<file path="src/rtl/fbw_pkg.sv">
// Shared types and constants for the flash block writer.
// Assumes the register select encoding is fixed by the CPU-side decoder.
package fbw_pkg;
    typedef enum logic [1:0] {
        RS_ADDR = 2'd0,
        RS_DATA = 2'd1,
        RS_CTRL = 2'd2,
        RS_KEY  = 2'd3
    } reg_sel_e;

    typedef enum logic [1:0] {
        ST_IDLE  = 2'd0,
        ST_SETUP = 2'd1,
        ST_ERASE = 2'd2,
        ST_PROG  = 2'd3
    } seq_st_e;

    localparam logic [7:0] KEY_FIRST  = 8'h55;
    localparam logic [7:0] KEY_SECOND = 8'hAA;

    localparam int CTRL_START = 0;
    localparam int CTRL_PSEL  = 1;
    localparam int CTRL_ECLR  = 2;
endpackage

</file>
<file path="src/rtl/fbw_key_seq.sv">
// Unlock key tracker: arms after a write of 0x55 to the key register that is
// immediately followed by a write of 0xAA. Any other accepted register write,
// including the control write that uses the key, disarms it.
// Assumes wr_en already excludes writes that the caller drops.
module fbw_key_seq
    import fbw_pkg::*;
(
    input  logic       clk,
    input  logic       rst_n,
    input  logic       wr_en,
    input  logic       is_key,
    input  logic [7:0] wdata,
    output logic       armed
);
    logic half_q;
    logic armed_q;

    // Step through the two-byte key on every accepted register write.
    always_ff @(posedge clk) begin
        if (!rst_n) begin
            half_q  <= 1'b0;
            armed_q <= 1'b0;
        end else if (wr_en) begin
            if (is_key && wdata == KEY_FIRST) begin
                half_q  <= 1'b1;
                armed_q <= 1'b0;
            end else if (is_key && wdata == KEY_SECOND && half_q) begin
                half_q  <= 1'b0;
                armed_q <= 1'b1;
            end else begin
                half_q  <= 1'b0;
                armed_q <= 1'b0;
            end
        end
    end

    assign armed = armed_q;

    // arming can only follow a write of the second key byte.
    a_r1_arm_after_second: assert property (@(posedge clk) disable iff (!rst_n)
        $rose(armed_q) |-> $past(wr_en && is_key && wdata == KEY_SECOND));
endmodule

</file>
<file path="src/rtl/fbw_prot_guard.sv">
// Write-protection decode: flags an address that lies in the protected low
// segment chosen by a two-bit setting (11 none, 10 1/32, 01 1/4, 00 1/2).
// Assumes the protected segment always starts at address zero.
module fbw_prot_guard #(
    parameter int ADDR_W = 13
) (
    input  logic [1:0]        cfg,
    input  logic [ADDR_W-1:0] addr,
    output logic              locked
);
    localparam longint DEPTH = 64'd1 << ADDR_W;
    localparam logic [ADDR_W:0] LIM_HALF    = (ADDR_W+1)'(DEPTH >> 1);
    localparam logic [ADDR_W:0] LIM_QUARTER = (ADDR_W+1)'(DEPTH >> 2);
    localparam logic [ADDR_W:0] LIM_32ND    = (ADDR_W+1)'(DEPTH >> 5);

    logic [ADDR_W:0] limit;

    // Pick the upper bound of the protected segment.
    always_comb begin
        case (cfg)
            2'b00:   limit = LIM_HALF;
            2'b01:   limit = LIM_QUARTER;
            2'b10:   limit = LIM_32ND;
            default: limit = '0;
        endcase
    end

    assign locked = {1'b0, addr} < limit;
endmodule

</file>
<file path="src/rtl/fbw_word_buf.sv">
// Eight-slot (DEPTH) staging buffer for one aligned program block.
// One write port and one combinational read port; cleared by reset.
module fbw_word_buf #(
    parameter int DATA_W = 14,
    parameter int DEPTH  = 8,
    localparam int IDX_W = $clog2(DEPTH)
) (
    input  logic              clk,
    input  logic              rst_n,
    input  logic              we,
    input  logic [IDX_W-1:0]  widx,
    input  logic [DATA_W-1:0] wdata,
    input  logic [IDX_W-1:0]  ridx,
    output logic [DATA_W-1:0] rdata
);
    logic [DATA_W-1:0] slot_q [DEPTH];

    // Store one word into the addressed slot.
    always_ff @(posedge clk) begin
        if (!rst_n) begin
            for (int i = 0; i < DEPTH; i++) slot_q[i] <= '0;
        end else if (we) begin
            slot_q[widx] <= wdata;
        end
    end

    assign rdata = slot_q[ridx];
endmodule

</file>
<file path="src/rtl/flash_blkwr_ctrl.sv">
// Buffered program-flash block writer. It takes address, data, control and
// key register writes from a CPU. Each request is checked for a valid key,
// the program select bit, write protection and slot order. Slots 0..6 are
// staged into the buffer; slot 7 erases the sixteen-word region and programs
// the block while stalling the CPU.
// Assumes a flash model that clears a region on fl_erase and stores a word on fl_we.
module flash_blkwr_ctrl
    import fbw_pkg::*;
#(
    parameter int ADDR_W    = 13,
    parameter int DATA_W    = 14,
    parameter int REG_W     = 16,
    parameter int BLK_WORDS = 8,
    parameter int SETUP_CYC = 2,
    parameter int ERASE_CYC = 40
) (
    input  logic              clk,
    input  logic              rst_n,
    input  logic              reg_we,
    input  logic [1:0]        reg_sel,
    input  logic [REG_W-1:0]  reg_wdata,
    input  logic [1:0]        prot_cfg,
    output logic              wr_busy,
    output logic              cpu_stall,
    output logic              wr_err,
    output logic              fl_erase,
    output logic              fl_we,
    output logic [ADDR_W-1:0] fl_addr,
    output logic [DATA_W-1:0] fl_wdata
);
    localparam int SLOT_W   = $clog2(BLK_WORDS);
    localparam int REGION_W = SLOT_W + 1;
    localparam int UPPER_W  = ADDR_W - SLOT_W;
    localparam int CNT_W    = $clog2(SETUP_CYC + ERASE_CYC + BLK_WORDS + 1);

    reg_sel_e            sel;
    seq_st_e             st_q;
    logic                busy_q, err_q, acc_we, armed, locked;
    logic [ADDR_W-1:0]   addr_q;
    logic [DATA_W-1:0]   data_q, buf_rdata;
    logic [CNT_W-1:0]    cnt_q;
    logic [SLOT_W-1:0]   nxt_slot_q, slot_w;
    logic [UPPER_W-1:0]  blk_base_q, upper_w;
    logic                start_req, clr_req, order_ok, start_ok, start_bad;
    logic                last_step, is_last;

    assign sel     = reg_sel_e'(reg_sel);
    assign acc_we  = reg_we && !busy_q;
    assign slot_w  = addr_q[SLOT_W-1:0];
    assign upper_w = addr_q[ADDR_W-1:SLOT_W];
    assign is_last = (slot_w == {SLOT_W{1'b1}});

    assign start_req = acc_we && sel == RS_CTRL && reg_wdata[CTRL_START];
    assign clr_req   = acc_we && sel == RS_CTRL && reg_wdata[CTRL_ECLR];
    assign order_ok  = (slot_w == nxt_slot_q) &&
                       (nxt_slot_q == '0 || upper_w == blk_base_q);
    assign start_ok  = start_req && armed && reg_wdata[CTRL_PSEL] &&
                       !locked && order_ok;
    assign start_bad = start_req && !start_ok;
    assign last_step = (st_q == ST_SETUP) && (cnt_q == CNT_W'(SETUP_CYC - 1));

    fbw_key_seq u_key (
        .clk    (clk),
        .rst_n  (rst_n),
        .wr_en  (acc_we),
        .is_key (sel == RS_KEY),
        .wdata  (reg_wdata[7:0]),
        .armed  (armed)
    );

    fbw_prot_guard #(.ADDR_W(ADDR_W)) u_prot (
        .cfg    (prot_cfg),
        .addr   (addr_q),
        .locked (locked)
    );

    fbw_word_buf #(.DATA_W(DATA_W), .DEPTH(BLK_WORDS)) u_buf (
        .clk    (clk),
        .rst_n  (rst_n),
        .we     (last_step),
        .widx   (slot_w),
        .wdata  (data_q),
        .ridx   (cnt_q[SLOT_W-1:0]),
        .rdata  (buf_rdata)
    );

    // Capture address and data register writes when not busy.
    always_ff @(posedge clk) begin
        if (!rst_n) begin
            addr_q <= '0;
            data_q <= '0;
        end else if (acc_we) begin
            if (sel == RS_ADDR) addr_q <= reg_wdata[ADDR_W-1:0];
            if (sel == RS_DATA) data_q <= reg_wdata[DATA_W-1:0];
        end
    end

    // Sticky error flag: a rejected request sets it, the clear bit drops it.
    always_ff @(posedge clk) begin
        if (!rst_n)         err_q <= 1'b0;
        else if (start_bad) err_q <= 1'b1;
        else if (clr_req)   err_q <= 1'b0;
    end

    // Slot order tracking: next expected slot and the open block's upper address.
    always_ff @(posedge clk) begin
        if (!rst_n) begin
            nxt_slot_q <= '0;
            blk_base_q <= '0;
        end else if (last_step) begin
            nxt_slot_q <= slot_w + 1'b1;
            if (slot_w == '0) blk_base_q <= upper_w;
        end
    end

    // Sequencer: setup delay, then region erase and block program for slot 7.
    always_ff @(posedge clk) begin
        if (!rst_n) begin
            st_q   <= ST_IDLE;
            cnt_q  <= '0;
            busy_q <= 1'b0;
        end else begin
            case (st_q)
                ST_IDLE: if (start_ok) begin
                    st_q   <= ST_SETUP;
                    cnt_q  <= '0;
                    busy_q <= 1'b1;
                end
                ST_SETUP: if (last_step) begin
                    cnt_q <= '0;
                    if (is_last) begin
                        st_q <= ST_ERASE;
                    end else begin
                        st_q   <= ST_IDLE;
                        busy_q <= 1'b0;
                    end
                end else begin
                    cnt_q <= cnt_q + 1'b1;
                end
                ST_ERASE: if (cnt_q == CNT_W'(ERASE_CYC - 1)) begin
                    st_q  <= ST_PROG;
                    cnt_q <= '0;
                end else begin
                    cnt_q <= cnt_q + 1'b1;
                end
                default: if (cnt_q == CNT_W'(BLK_WORDS - 1)) begin
                    st_q   <= ST_IDLE;
                    cnt_q  <= '0;
                    busy_q <= 1'b0;
                end else begin
                    cnt_q <= cnt_q + 1'b1;
                end
            endcase
        end
    end

    assign wr_busy   = busy_q;
    assign wr_err    = err_q;
    assign cpu_stall = (st_q == ST_ERASE) || (st_q == ST_PROG);
    assign fl_erase  = (st_q == ST_ERASE) && (cnt_q == '0);
    assign fl_we     = (st_q == ST_PROG);
    assign fl_wdata  = buf_rdata;
    assign fl_addr   = fl_we ? {blk_base_q, cnt_q[SLOT_W-1:0]}
                             : {addr_q[ADDR_W-1:REGION_W], {REGION_W{1'b0}}};

    // the CPU is only stalled while the start bit reads as set.
    a_r7_stall_in_busy: assert property (@(posedge clk) disable iff (!rst_n)
        cpu_stall |-> wr_busy);
    // finishing a slot 0..6 word leaves no stall and no busy behind.
    a_r5_short_no_stall: assert property (@(posedge clk) disable iff (!rst_n)
        (last_step && !is_last) |=> (!cpu_stall && !wr_busy));
    // every program strobe targets the block held in the address register.
    a_r6_prog_in_block: assert property (@(posedge clk) disable iff (!rst_n)
        fl_we |-> fl_addr[ADDR_W-1:SLOT_W] == addr_q[ADDR_W-1:SLOT_W]);
    // an erase is issued only under stall and never together with a program.
    a_r6_erase_stalled: assert property (@(posedge clk) disable iff (!rst_n)
        fl_erase |-> (cpu_stall && !fl_we));
    // the error flag holds unless a clear request arrives.
    a_r8_err_sticky: assert property (@(posedge clk) disable iff (!rst_n)
        (err_q && !clr_req) |=> err_q);
    // register contents do not move while busy.
    a_r9_regs_frozen: assert property (@(posedge clk) disable iff (!rst_n)
        wr_busy |=> ($stable(addr_q) && $stable(data_q)));
endmodule

</file>
<file path="config.mk">
export PLATFORM = sky130hd
export DESIGN_NAME = flash_blkwr_ctrl
export DESIGN_NICKNAME = d
export VERILOG_FILES = /design/src/rtl/fbw_pkg.sv /design/src/rtl/fbw_key_seq.sv /design/src/rtl/fbw_prot_guard.sv /design/src/rtl/fbw_word_buf.sv /design/src/rtl/flash_blkwr_ctrl.sv
export SDC_FILE = /design/constraint.sdc
export NUM_CORES = 1
export LEC_CHECK = 0
export ABC_AREA = 1
export BUFFER_PORTS_ARGS = -buffer_cell sky130_fd_sc_hd__buf_4
export CELL_PAD_IN_SITES_DETAIL_PLACEMENT = 0
export CELL_PAD_IN_SITES_GLOBAL_PLACEMENT = 1
export CORE_ASPECT_RATIO = 1.75
export CORE_UTILIZATION = 45
export CTS_CLUSTER_DIAMETER = 30
export DETAILED_ROUTE_END_ITERATION = 10
export PLACE_DENSITY = 0.85
export SYNTH_ARGS = -nofsm -noshare
export SYNTH_HDL_FRONTEND = slang
export SYNTH_SLANG_ARGS = --single-unit
</file>
<file path="constraint.sdc">
create_clock -name clk -period 2.4 [get_ports clk]
set_clock_uncertainty 0.05 [all_clocks]
set_input_delay 0.36 -clock clk [delete_from_list [all_inputs] [get_ports clk]]
set_output_delay 0.36 -clock clk [all_outputs]
set_load 0.01 [all_outputs]
</file>
==> metrics.cfg, run 1 <==
[floorplan]
core_um2 = 16400
io_pins = 55
fp.dieH_um = 174
die_w_um = 100
die_area_um2 = 17400
start_util_pct = 46.2
num_rows = 62

[outcome]
status = finished, final reports clean

[placed_design]
gp_congestion = 0.788
dp_hpwl_um = 13200
numPortBuffers = 52

[sta]
post-route-period-util_pct = 97.6
fmax_mhz = 427
worst_pin_slew_ns = 0.682
slew_headroom_pct = 54.4
setup_viol = 0
maxSlewViolCount = 0
finalSetupTns_ns = 0
hold_viol = 0
rsz0062_at_grt = true
period_minus_slack_ns = 2.34

[run]
max_cap_viol_count = 0

[worst_setup_path]
critPathBufInv = 3
worstPathMaxFanout = 21
path_cells = inv_1 > buf_4 > nor2_1 > o22ai_1 > nor2_1 > a31oi_1 > buf_4
cp_top_family = buffers and inverters
cp_data_arrival_time_ns = 1.93
cp.required_ns = 1.99
cp-end-kind = primary output
timing.reg2reg.setup_slack_ns = 0.41
crit_path_start_kind = register
critPathKind = register to primary output
critPathMaxStageDelay_ns = 0.34
crit_slowest_cell = dfxtp_2

[global_routing]
grt_pass1_vias = 5733
grt-ovfl-total = 0
grt_usage_pct = 22.7
antenna_found_initial = 0
grt_max_degree = 39
gr-usage-met1_pct = 24.3
use_met2_pct = 42.3
grt-busiest-layer = met2
grt_pass1_wl_um = 29700
met3_usage_pct = 3.34

[synthesis]
synth_compound_area_share_pct = 13.4
syn_area_um2 = 7610
synth_edf_count = 112
ys_seq_elements = 167
async_reset_ff_share_pct = 0
synthFlopType = edfxtp_1
yosys_warnings = 0
synth-xor-area-share_pct = 0.461
syn-num-nets = 879
synthCells = 848
avgSynthCellArea_um2 = 8.97
seq_area_frac_synth_pct = 58.7
synth_top_family_by_area = simple AND/OR/NAND/NOR gates
synth_cell_types = 35
synth-simple-area-share_pct = 20.0
yosys-mux-area-fraction_pct = 0
synth_fa_ha_area_share_pct = 1.32

[min_path]
hold_class = primary input to register

[clocking]
path_clk_slew_ns = 0.07
clockRootBuffer = clkbuf_16
clk_path_buf_depth = 2
cts_sinks = 167
cts.htree.levels = 4
clk_latency_ns = 0.43
post_cts_buffers = 0
cts_tree = done
hold_buffers = 0
postCtsResizedCells = 3
cts_buffers = 17

[finish]
final_core_util_pct = 54.2
antenna-diode-count = 0
fin_nets = 939
drive_gt1_share_pct = 15.3
syn_to_final_growth_pct = 17.3
fillers = 1565

[route]
vias = 5925
via_per_inst = 5.17
dr.first_iter.drc_count = 244
drc = 0
drt_pass1_iterations = 5
ant_nets = 0
wl_per_cell_um = 16.3
routed_wl_um = 18600

[power_and_ir_drop]
ir_drop_uv = 578
p_leak_uw = 0.00338
finalPower_uw = 7840
powerDensity_nw_per_um2 = 879

==> layer usage <==
layer,up-vias,wire length [um]
met5,-,0
met4,0,653
met3,37,531
met2,129,10500
met1,2778,6940
li1,2981,-
==> synthesized netlist by cell type (2+ instances only) <==
library cell / instances / area [um^2]
a211oi_1: 12 / 90.1
a21oi_1: 43 / 215
a31oi_1: 14 / 87.6
buf_1: 3 / 11.3
buf_2: 13 / 65.1
buf_6: 2 / 22.5
clkbuf_1: 26 / 97.6
clkinv_1: 8 / 30.0
dfxtp_1: 55 / 1100
edfxtp_1: 112 / 3360
ha_1: 8 / 100
inv_1: 60 / 225
inv_2: 5 / 18.8
nand2_1: 70 / 263
nand2_2: 3 / 18.8
nand3_1: 22 / 110
nand3_2: 3 / 30.0
nand4_1: 7 / 43.8
nor2_1: 238 / 893
nor2_2: 3 / 18.8
nor2_4: 2 / 22.5
nor3_1: 8 / 40.0
nor3_2: 2 / 20.0
o211ai_1: 3 / 22.5
o21ai_0: 98 / 490
o22ai_1: 15 / 93.8
or2_2: 2 / 12.5
xor2_1: 4 / 35.0
==> cell type report <==
cell class / count / area, um^2 / share of cell area [%]
timing repair buffer: 85 / 653 / 7.32
clock inverter: 13 / 124 / 1.39
sequential: 167 / 4470 / 50.1
tap: 224 / 280 / 3.14
multi-input combinational: 564 / 2690 / 30.2
clock buffer: 19 / 433 / 4.85
inverter: 73 / 274 / 3.07
==> state kept, by name (all words and copies together) (netlist names), named ones only <==
signal        cells
st_q              2
u_buf.slot_q    112
u_key.half_q      1
addr_q           13
nxt_slot_q        3
wr_busy           1
u_key.armed       1
data_q           14
cnt_q             6
wr_err            1
blk_base_q       10
==> logic make-up (layout without fill, tap and decap cells) <==
kind of cell | count (synthesis) | in the layout
XOR/XNOR | 4 | 4
adder cells (fa/ha/maj) | 8 | 8
AO/OA/AOI/OAI | 187 | 187
buffers and inverters | 117 | 190
flip-flops | 167 | 167
AND/OR/NAND/NOR | 365 | 365
==> final timing paths <==
path / start / endpoint / cells after the start
setup reg to reg: cnt_q[0] / u_buf.slot_q[1][6] / 8
setup / recovery: register / fl_wdata[13] / 7
hold / removal: reg_wdata[7] / data_q[7] / 3
hold reg to reg: blk_base_q[2] / blk_base_q[2] / 2
==> cells in the final DEF (no fill, tap or decap), types with 4 or more instances in the layout <==
cell,instances
nor3_1,8
o22ai_1,15
dfxtp_1,54
a211oi_1,12
clkbuf_16,17
xor2_1,4
nand3_1,22
o21ai_0,98
nand4_1,7
a31oi_1,11
a21oi_1,43
inv_1,60
clkinvlp_4,6
inv_2,5
nand2_1,70
edfxtp_1,112
buf_4,81
ha_1,8
clkinv_1,8
nor2_1,238
buf_6,4
==> tightest hold or removal path, cell delays in order <==
cell     delay, ns
buf_4         0.09
inv_1         0.04
a21oi_1       0.10
==> stage by stage <==
| stage | cells | instance area [um^2] | worst slack, ns | hold slack, ns |
|---|---|---|---|---|
| floorplan | 848 | 7610 | 0.360 | 0.396 |
| global placement | 1113 | 8330 | 0.236 | 0.405 |
| CTS | 1145 | 8900 | 0.0181 | 0.157 |
| global route | 1145 | 8920 | -0.0444 | 0.166 |
| detailed placement | 1113 | 8330 | 0.215 | 0.432 |
| finish | 1145 | 8920 | 0.0576 | 0.161 |
==> report_power, final <==
group / total [uW] / switching, uW / leakage, uW / internal, uW
sequential: 3330 / 112 / 0.00160 / 3220
clock: 2580 / 1140 / 0.000249 / 1440
combinational: 1930 / 1220 / 0.00153 / 705
Power figures use the tool's default switching activity.
==> inputs of run 2 (changes only) <==
- RECOVER_POWER: default -> 100
- REMOVE_ABC_BUFFERS: default -> 1
==> run 2 against run 1 <==
Total power down 1.3%. Global-route usage is 0.12 points higher. Via count is 0.64% higher. Utilization decreased by 1.0 points. Final cell count decreased by 0.17%. Sequential share of layout area is 0.94 points higher. Clock-buffer cell count increased by 1. Combinational power is 6% lower. Highest routed layer unchanged. Die area did not move. Hold slack improved by 0.0096 ns. Non-clock buffer count is 2 lower.
==> metrics.cfg, run 2 (synthesized netlist as in run 1, its figures left out) <==
[clocking]
postCtsResizedCells = 0  ; -3
clockRootBuffer = clkbuf_16
clk_path_buf_depth = 2  ; unchanged
cts_buffers = 17  ; unchanged
cts.htree.levels = 4  ; unchanged
path_clk_slew_ns = 0.07  ; about the same
cts_sinks = 167  ; unchanged
cts_tree = done
hold_buffers = 0  ; unchanged
post_cts_buffers = 0  ; unchanged
clk_latency_ns = 0.43  ; about the same

[sta]
period_minus_slack_ns = 2.31  ; -0.0354 ns
hold_viol = 0  ; unchanged
timing.hold.ws_ns = 0.170  ; +0.00957 ns
worst_slack_ns = 0.0929  ; +0.0354 ns
fmax_mhz = 433  ; +1.5%
maxSlewViolCount = 0  ; unchanged
post-route-period-util_pct = 96.1  ; -1.5 points
slew_headroom_pct = 42.9  ; -11 points
setup_viol = 0  ; unchanged
worst_pin_slew_ns = 0.856  ; +0.174 ns

[finish]
final_cell_mix = nor2_1 (240), edfxtp_1 (112), o21ai_0 (98)
syn_to_final_growth_pct = 15.1
instances_no_fill = 1143  ; -0.17%
final_common_cell = nor2_1
final_core_util_pct = 53.2  ; -1.0 points
reg_top3 = u_buf.slot_q (112), data_q (14), addr_q (13)
top_register = u_buf.slot_q
largest_register_ffs = 112  ; unchanged
antenna-diode-count = 0  ; unchanged
drive_gt1_share_pct = 10.4  ; -4.9 points
fin_nets = 937  ; -0.21%

[global_routing]
grt_pass1_vias = 6013  ; +4.9%
antenna_found_initial = 0  ; unchanged
grt_usage_pct = 22.9  ; +0.12 points
grt_max_degree = 57  ; +46%
grt_pass1_wl_um = 30000  ; +0.90%
grt-ovfl-total = 0  ; unchanged

[floorplan]
start_util_pct = 46.2  ; unchanged
die_area_um2 = 17400  ; unchanged
num_rows = 62  ; unchanged
fp.dieH_um = 174  ; unchanged
core_um2 = 16400  ; unchanged
io_pins = 55  ; unchanged
die_w_um = 100  ; unchanged

[worst_setup_path]
critPathBufInv = 2  ; -1
path_cells = buf_6 > o21ai_0 > o22ai_1 > nor2_1 > a31oi_2 > buf_4
crit_path_start_kind = register
cp.required_ns = 1.99  ; about the same
critPathMaxStageDelay_ns = 0.44  ; +0.10 ns
r2r-start = cnt_q[0]
cp_top_family = compound AO/OA/AOI/OAI gates
cp-end-kind = primary output
worstPathMaxFanout = 20  ; -4.8%
crit_slowest_cell = dfxtp_1
critPathKind = register to primary output
cp_data_arrival_time_ns = 1.90  ; -0.03 ns

[power_and_ir_drop]
powerDensity_nw_per_um2 = 884  ; +0.55%
ir_drop_uv = 456  ; -21%
p_leak_uw = 0.00327  ; -3.3%

[placed_design]
place_ws_ns = 0.164  ; -0.0510 ns
dp_hpwl_um = 12900  ; -2.5%
dp.cells = 1110  ; -0.27%
gp_congestion = 0.847  ; +7.5%
numPortBuffers = 52  ; unchanged

[min_path]
min-delay-start = reg_wdata[7]
hold_class = primary input to register

[route]
top_layer = met4
ant_nets = 0  ; unchanged
vias = 5963  ; +0.64%
dr_wl_met3_um = 665  ; +25%
wl_per_cell_um = 16.5  ; +1.7%
routed_wl_um = 18900  ; +1.6%
drt_pass1_iterations = 5  ; unchanged
wl_met2_um = 10600  ; +0.71%
drc = 0  ; unchanged
via_per_inst = 5.22  ; +0.82%
dr.first_iter.drc_count = 258  ; +5.7%
wl_met1_um = 6870  ; -0.97%

[outcome]
status = finished, final reports clean

[run]
max_cap_viol_count = 0  ; unchanged

==> run 2: cell type report <==
cell class              count  area [um^2]
multi-input cells         564         2630
well taps                 224          280
fillers                  1586         7690
flip-flops and latches    167         4460
clock inverters            12          120
repair buffers             83          552
clock buffers              20          437
inverters                  73          274
==> run 2: per-stage QoR <==
step	cell area (um^2)	total power, uW	setup TNS [ns]
final	8750	7730	0
after global routing	8750	8130	-0.00685
after CTS	8910	7810	0
after detailed placement	8360	5260	0
after global placement	8360	5250	0
after floorplan	7410	4490	-6.64
==> run 2: final timing paths <==
check                                            to  slack, ns  cells past startpoint
worst max-delay path                   fl_wdata[11]       0.09                      6
worst min-delay path                      addr_q[7]       0.17                      3
worst max register to register  u_buf.slot_q[2][11]       0.12                      8
worst min register to register          u_key.armed       0.42                      2
==> run 2: layer usage <==
metal	track usage, %	vias to the layer above
met4	12.4	0
met1	23.5	2773
met2	43.0	152
met5	0	-
li1	-	2982
met3	3.62	56
==> run 2: worst reg2reg max path: stages (launching register included) <==
cell and delay [ns]:
dfxtp_1 0.44, ha_1 0.19, nand3_1 0.10, nor2_1 0.22
inv_1 0.21, nor2_4 0.16, nand2_1 0.08, nand2_1 0.22
buf_4 0.30
==> run 2: where the power goes <==
part	leakage (uW)	total, uW	switching [uW]	internal, uW
registers	0.00160	3350	127	3220
clock network	0.000254	2580	1140	1440
logic	0.00141	1810	1150	660
total	0.00327	7730	2410	5320
==> inputs of run 3 (changes only) <==
- PLACE_DENSITY: 0.85 -> 0.86
- SYNTH_HIERARCHICAL: default -> 1
==> run 3 against run 2 <==
Sequential share of layout area is 3.9 points lower. Area after synthesis is 9.3% higher. Critical path type unchanged. Fmax is 2.6% higher. Synthesized cell count is 23% higher. Non-clock buffer count is 1 lower. Sequential power is 6% lower. Clock power hardly changed.
==> metrics.cfg, run 3 <==
[outcome]
status = finished, final reports clean

[power_and_ir_drop]
p_leak_uw = 0.00409  ; +25%
finalPower_uw = 6390  ; -17%
ir_drop_uv = 542  ; +19%
powerDensity_nw_per_um2 = 684  ; -23%

[global_routing]
grt_pass1_wl_um = 30700  ; +2.5%
use_met2_pct = 41.4  ; -1.6 points
grt_pass1_vias = 6478  ; +7.7%
grt_max_degree = 42  ; -26%
grt-ovfl-total = 0  ; unchanged
gr-usage-met1_pct = 20.1  ; -3.4 points
grt-busiest-layer = met2
antenna_found_initial = 0  ; unchanged
grt_usage_pct = 20.9  ; -2.0 points
met3_usage_pct = 3.12  ; -0.50 points

[clocking]
hold_buffers = 0  ; unchanged
cts_tree = done
cts.htree.levels = 4  ; unchanged
clk_latency_ns = 0.42  ; about the same
post_cts_buffers = 0  ; unchanged
path_clk_slew_ns = 0.07  ; about the same
clockRootBuffer = clkbuf_16
cts_sinks = 164  ; -1.8%
cts_buffers = 17  ; unchanged
postCtsResizedCells = 1  ; +1
clk_path_buf_depth = 2  ; unchanged

[route]
wl_per_cell_um = 14.0  ; -16%
ant_nets = 0  ; unchanged
dr.first_iter.drc_count = 282  ; +9.3%
vias = 6447  ; +8.1%
routed_wl_um = 18900  ; -0.11%
drt_pass1_iterations = 5  ; unchanged
via_per_inst = 4.76  ; -8.7%
drc = 0  ; unchanged

[worst_setup_path]
rr_worst_depth = 9  ; +1
r2r-end = st_q[0]
r2r-start = cnt_q[1]
cp_data_arrival_time_ns = 1.84  ; -0.06 ns
timing.reg2reg.setup_slack_ns = 0.23  ; +0.11 ns
worstPathMaxFanout = 28  ; +40%
critPathKind = register to primary output
crit_path_start_kind = register
cp-end-kind = primary output
cp.required_ns = 1.99  ; about the same

[synthesis]
synth_cell_types = 32  ; -8.6%
ys_top_cells_by_area = edfxtp_1 (40%), dfxtp_1 (13%), nand2_1 (12%)
synth_top_area_share_pct = 40.5  ; -3.8 points
synthFlopType = edfxtp_1
seq_area_frac_synth_pct = 53.0  ; -5.7 points
yosysMostFrequentCell = nand2_1
synth_edf_count = 112  ; unchanged
async_reset_ff_share_pct = 0  ; unchanged
ys_seq_elements = 164  ; -1.8%
yosys.area.top_type = edfxtp_1
syn_area_um2 = 8310  ; +9.3%
ys_top_cells_by_count = nand2_1 (263), inv_1 (185), nor2_1 (173)
synthCells = 1047  ; +23%
avgSynthCellArea_um2 = 7.94  ; -11%
yosys_warnings = 6  ; +6

[sta]
rsz0062_at_grt = false
setup_viol = 0  ; unchanged
hold_viol = 0  ; unchanged
post-route-period-util_pct = 93.7  ; -2.4 points
period_minus_slack_ns = 2.25  ; -0.0587 ns
fmax_mhz = 445  ; +2.6%
worst_pin_slew_ns = 0.650  ; -0.206 ns
slew_headroom_pct = 56.7  ; +14 points
maxSlewViolCount = 0  ; unchanged

[finish]
final_common_cell = nand2_1
fin_nets = 1137  ; +21%
multiInputGateArea_um2 = 2850  ; +8.3%
fillers = 1814  ; +14%
drive_gt1_share_pct = 8.85  ; -1.6 points
syn_to_final_growth_pct = 12.4
final_cell_mix = nand2_1 (274), inv_1 (186), nor2_1 (173)
final_core_util_pct = 51.8  ; -1.5 points
top_register = u_buf/slot_q
antenna-diode-count = 0  ; unchanged
reg_top3 = u_buf/slot_q (112), data_q (14), addr_q (13)
largest_register_ffs = 112  ; unchanged
regArea_um2 = 4410  ; -1.3%

[placed_design]
dp_hpwl_um = 13300  ; +3.3%
numPortBuffers = 52  ; unchanged
gp_congestion = 0.815  ; -3.8%

[run]
max_cap_viol_count = 0  ; unchanged

[floorplan]
io_pins = 55  ; unchanged
die_area_um2 = 19000  ; +9.1%
core_um2 = 18100  ; +9.8%
start_util_pct = 46.0  ; -0.21 points
num_rows = 65  ; +4.8%
die_w_um = 105  ; +4.5%
fp.dieH_um = 182  ; +4.5%

[min_path]
min-delay-start = reg_wdata[13]
hold_depth = 3  ; unchanged
hold_class = primary input to register
whs_endpoint = data_q[13]

[run 3: cell types whose count changed after synthesis, sizes merged, moves of 14 or more]
cell	change
a31oi	-14
nand3	+49
clkbuf	-15
inv	+125
nand2	+201
nor2	-64
o21ai	-46
o22ai	-15
[run 3: logic make-up after synthesis]
| logic type | Yosys count | share of synthesized area (%) |
|---|---|---|
| XOR/XNOR | 6 | 0.632 |
| AND/OR/NAND/NOR | 540 | 26.8 |
| buffers and inverters | 232 | 12.3 |
| adder cells (fa/ha/maj) | 8 | 1.20 |
| AO/OA/AOI/OAI | 97 | 6.07 |
| flip-flops | 164 | 53.0 |
[run 3: worst max-delay path by stage]
stage / start / end / cells past startpoint
after detailed placement: prot_cfg[0] / cnt_q[3] / 13
after global routing: cnt_q[0] / fl_wdata[0] / 7
after CTS: cnt_q[1] / fl_wdata[6] / 7
after global placement: prot_cfg[0] / cnt_q[3] / 13
after floorplan: cnt_q[0] / u_buf/slot_q[1][0] / 7
final: cnt_q[1] / fl_wdata[6] / 7
[run 3: where the power goes]
part | switching [uW] | internal, uW
registers | 51.2 | 3110
clock network | 1140 | 1470
logic | 420 | 207
total | 1610 | 4780
[run 3: cell type report]
type                    instances  area share, %
well taps                     234           3.13
clock buffers                  19           4.74
multi-input cells             651           30.4
repair buffers                 82           5.50
clock inverters                13           1.34
flip-flops and latches        164           47.1
inverters                     190           7.69
[run 3: metal layers]
metal  wire length (um)  part of all wire (%)
met2              10300                    54
met1               7410                    39
met3                452                   2.4
met5                  0                     0
met4                745                   3.9
[run 3: worst max-delay path, stage by stage (launching register included)]
cell      delay (ns)
dfxtp_1         0.37
buf_6           0.21
inv_4           0.28
nand3_1         0.15
nand2_1         0.09
nand2_1         0.05
nand2_1         0.09
clkbuf_1        0.16
[run 3: through the flow]
stage / instances / hold WS, ns / area, um^2 / setup slack (ns) / setup TNS [ns]
2_1_floorplan: 1005 / 0.400 / 8010 / -0.626 / -93.32
3_5_place_dp: 1321 / 0.415 / 8950 / 0.118 / 0
3_3_place_gp: 1321 / 0.414 / 8950 / 0.123 / 0
4_1_cts: 1353 / 0.0924 / 9520 / 0.0535 / 0
6_report: 1353 / 0.117 / 9340 / 0.152 / 0
5_1_grt: 1353 / 0.105 / 9340 / 0.00738 / 0
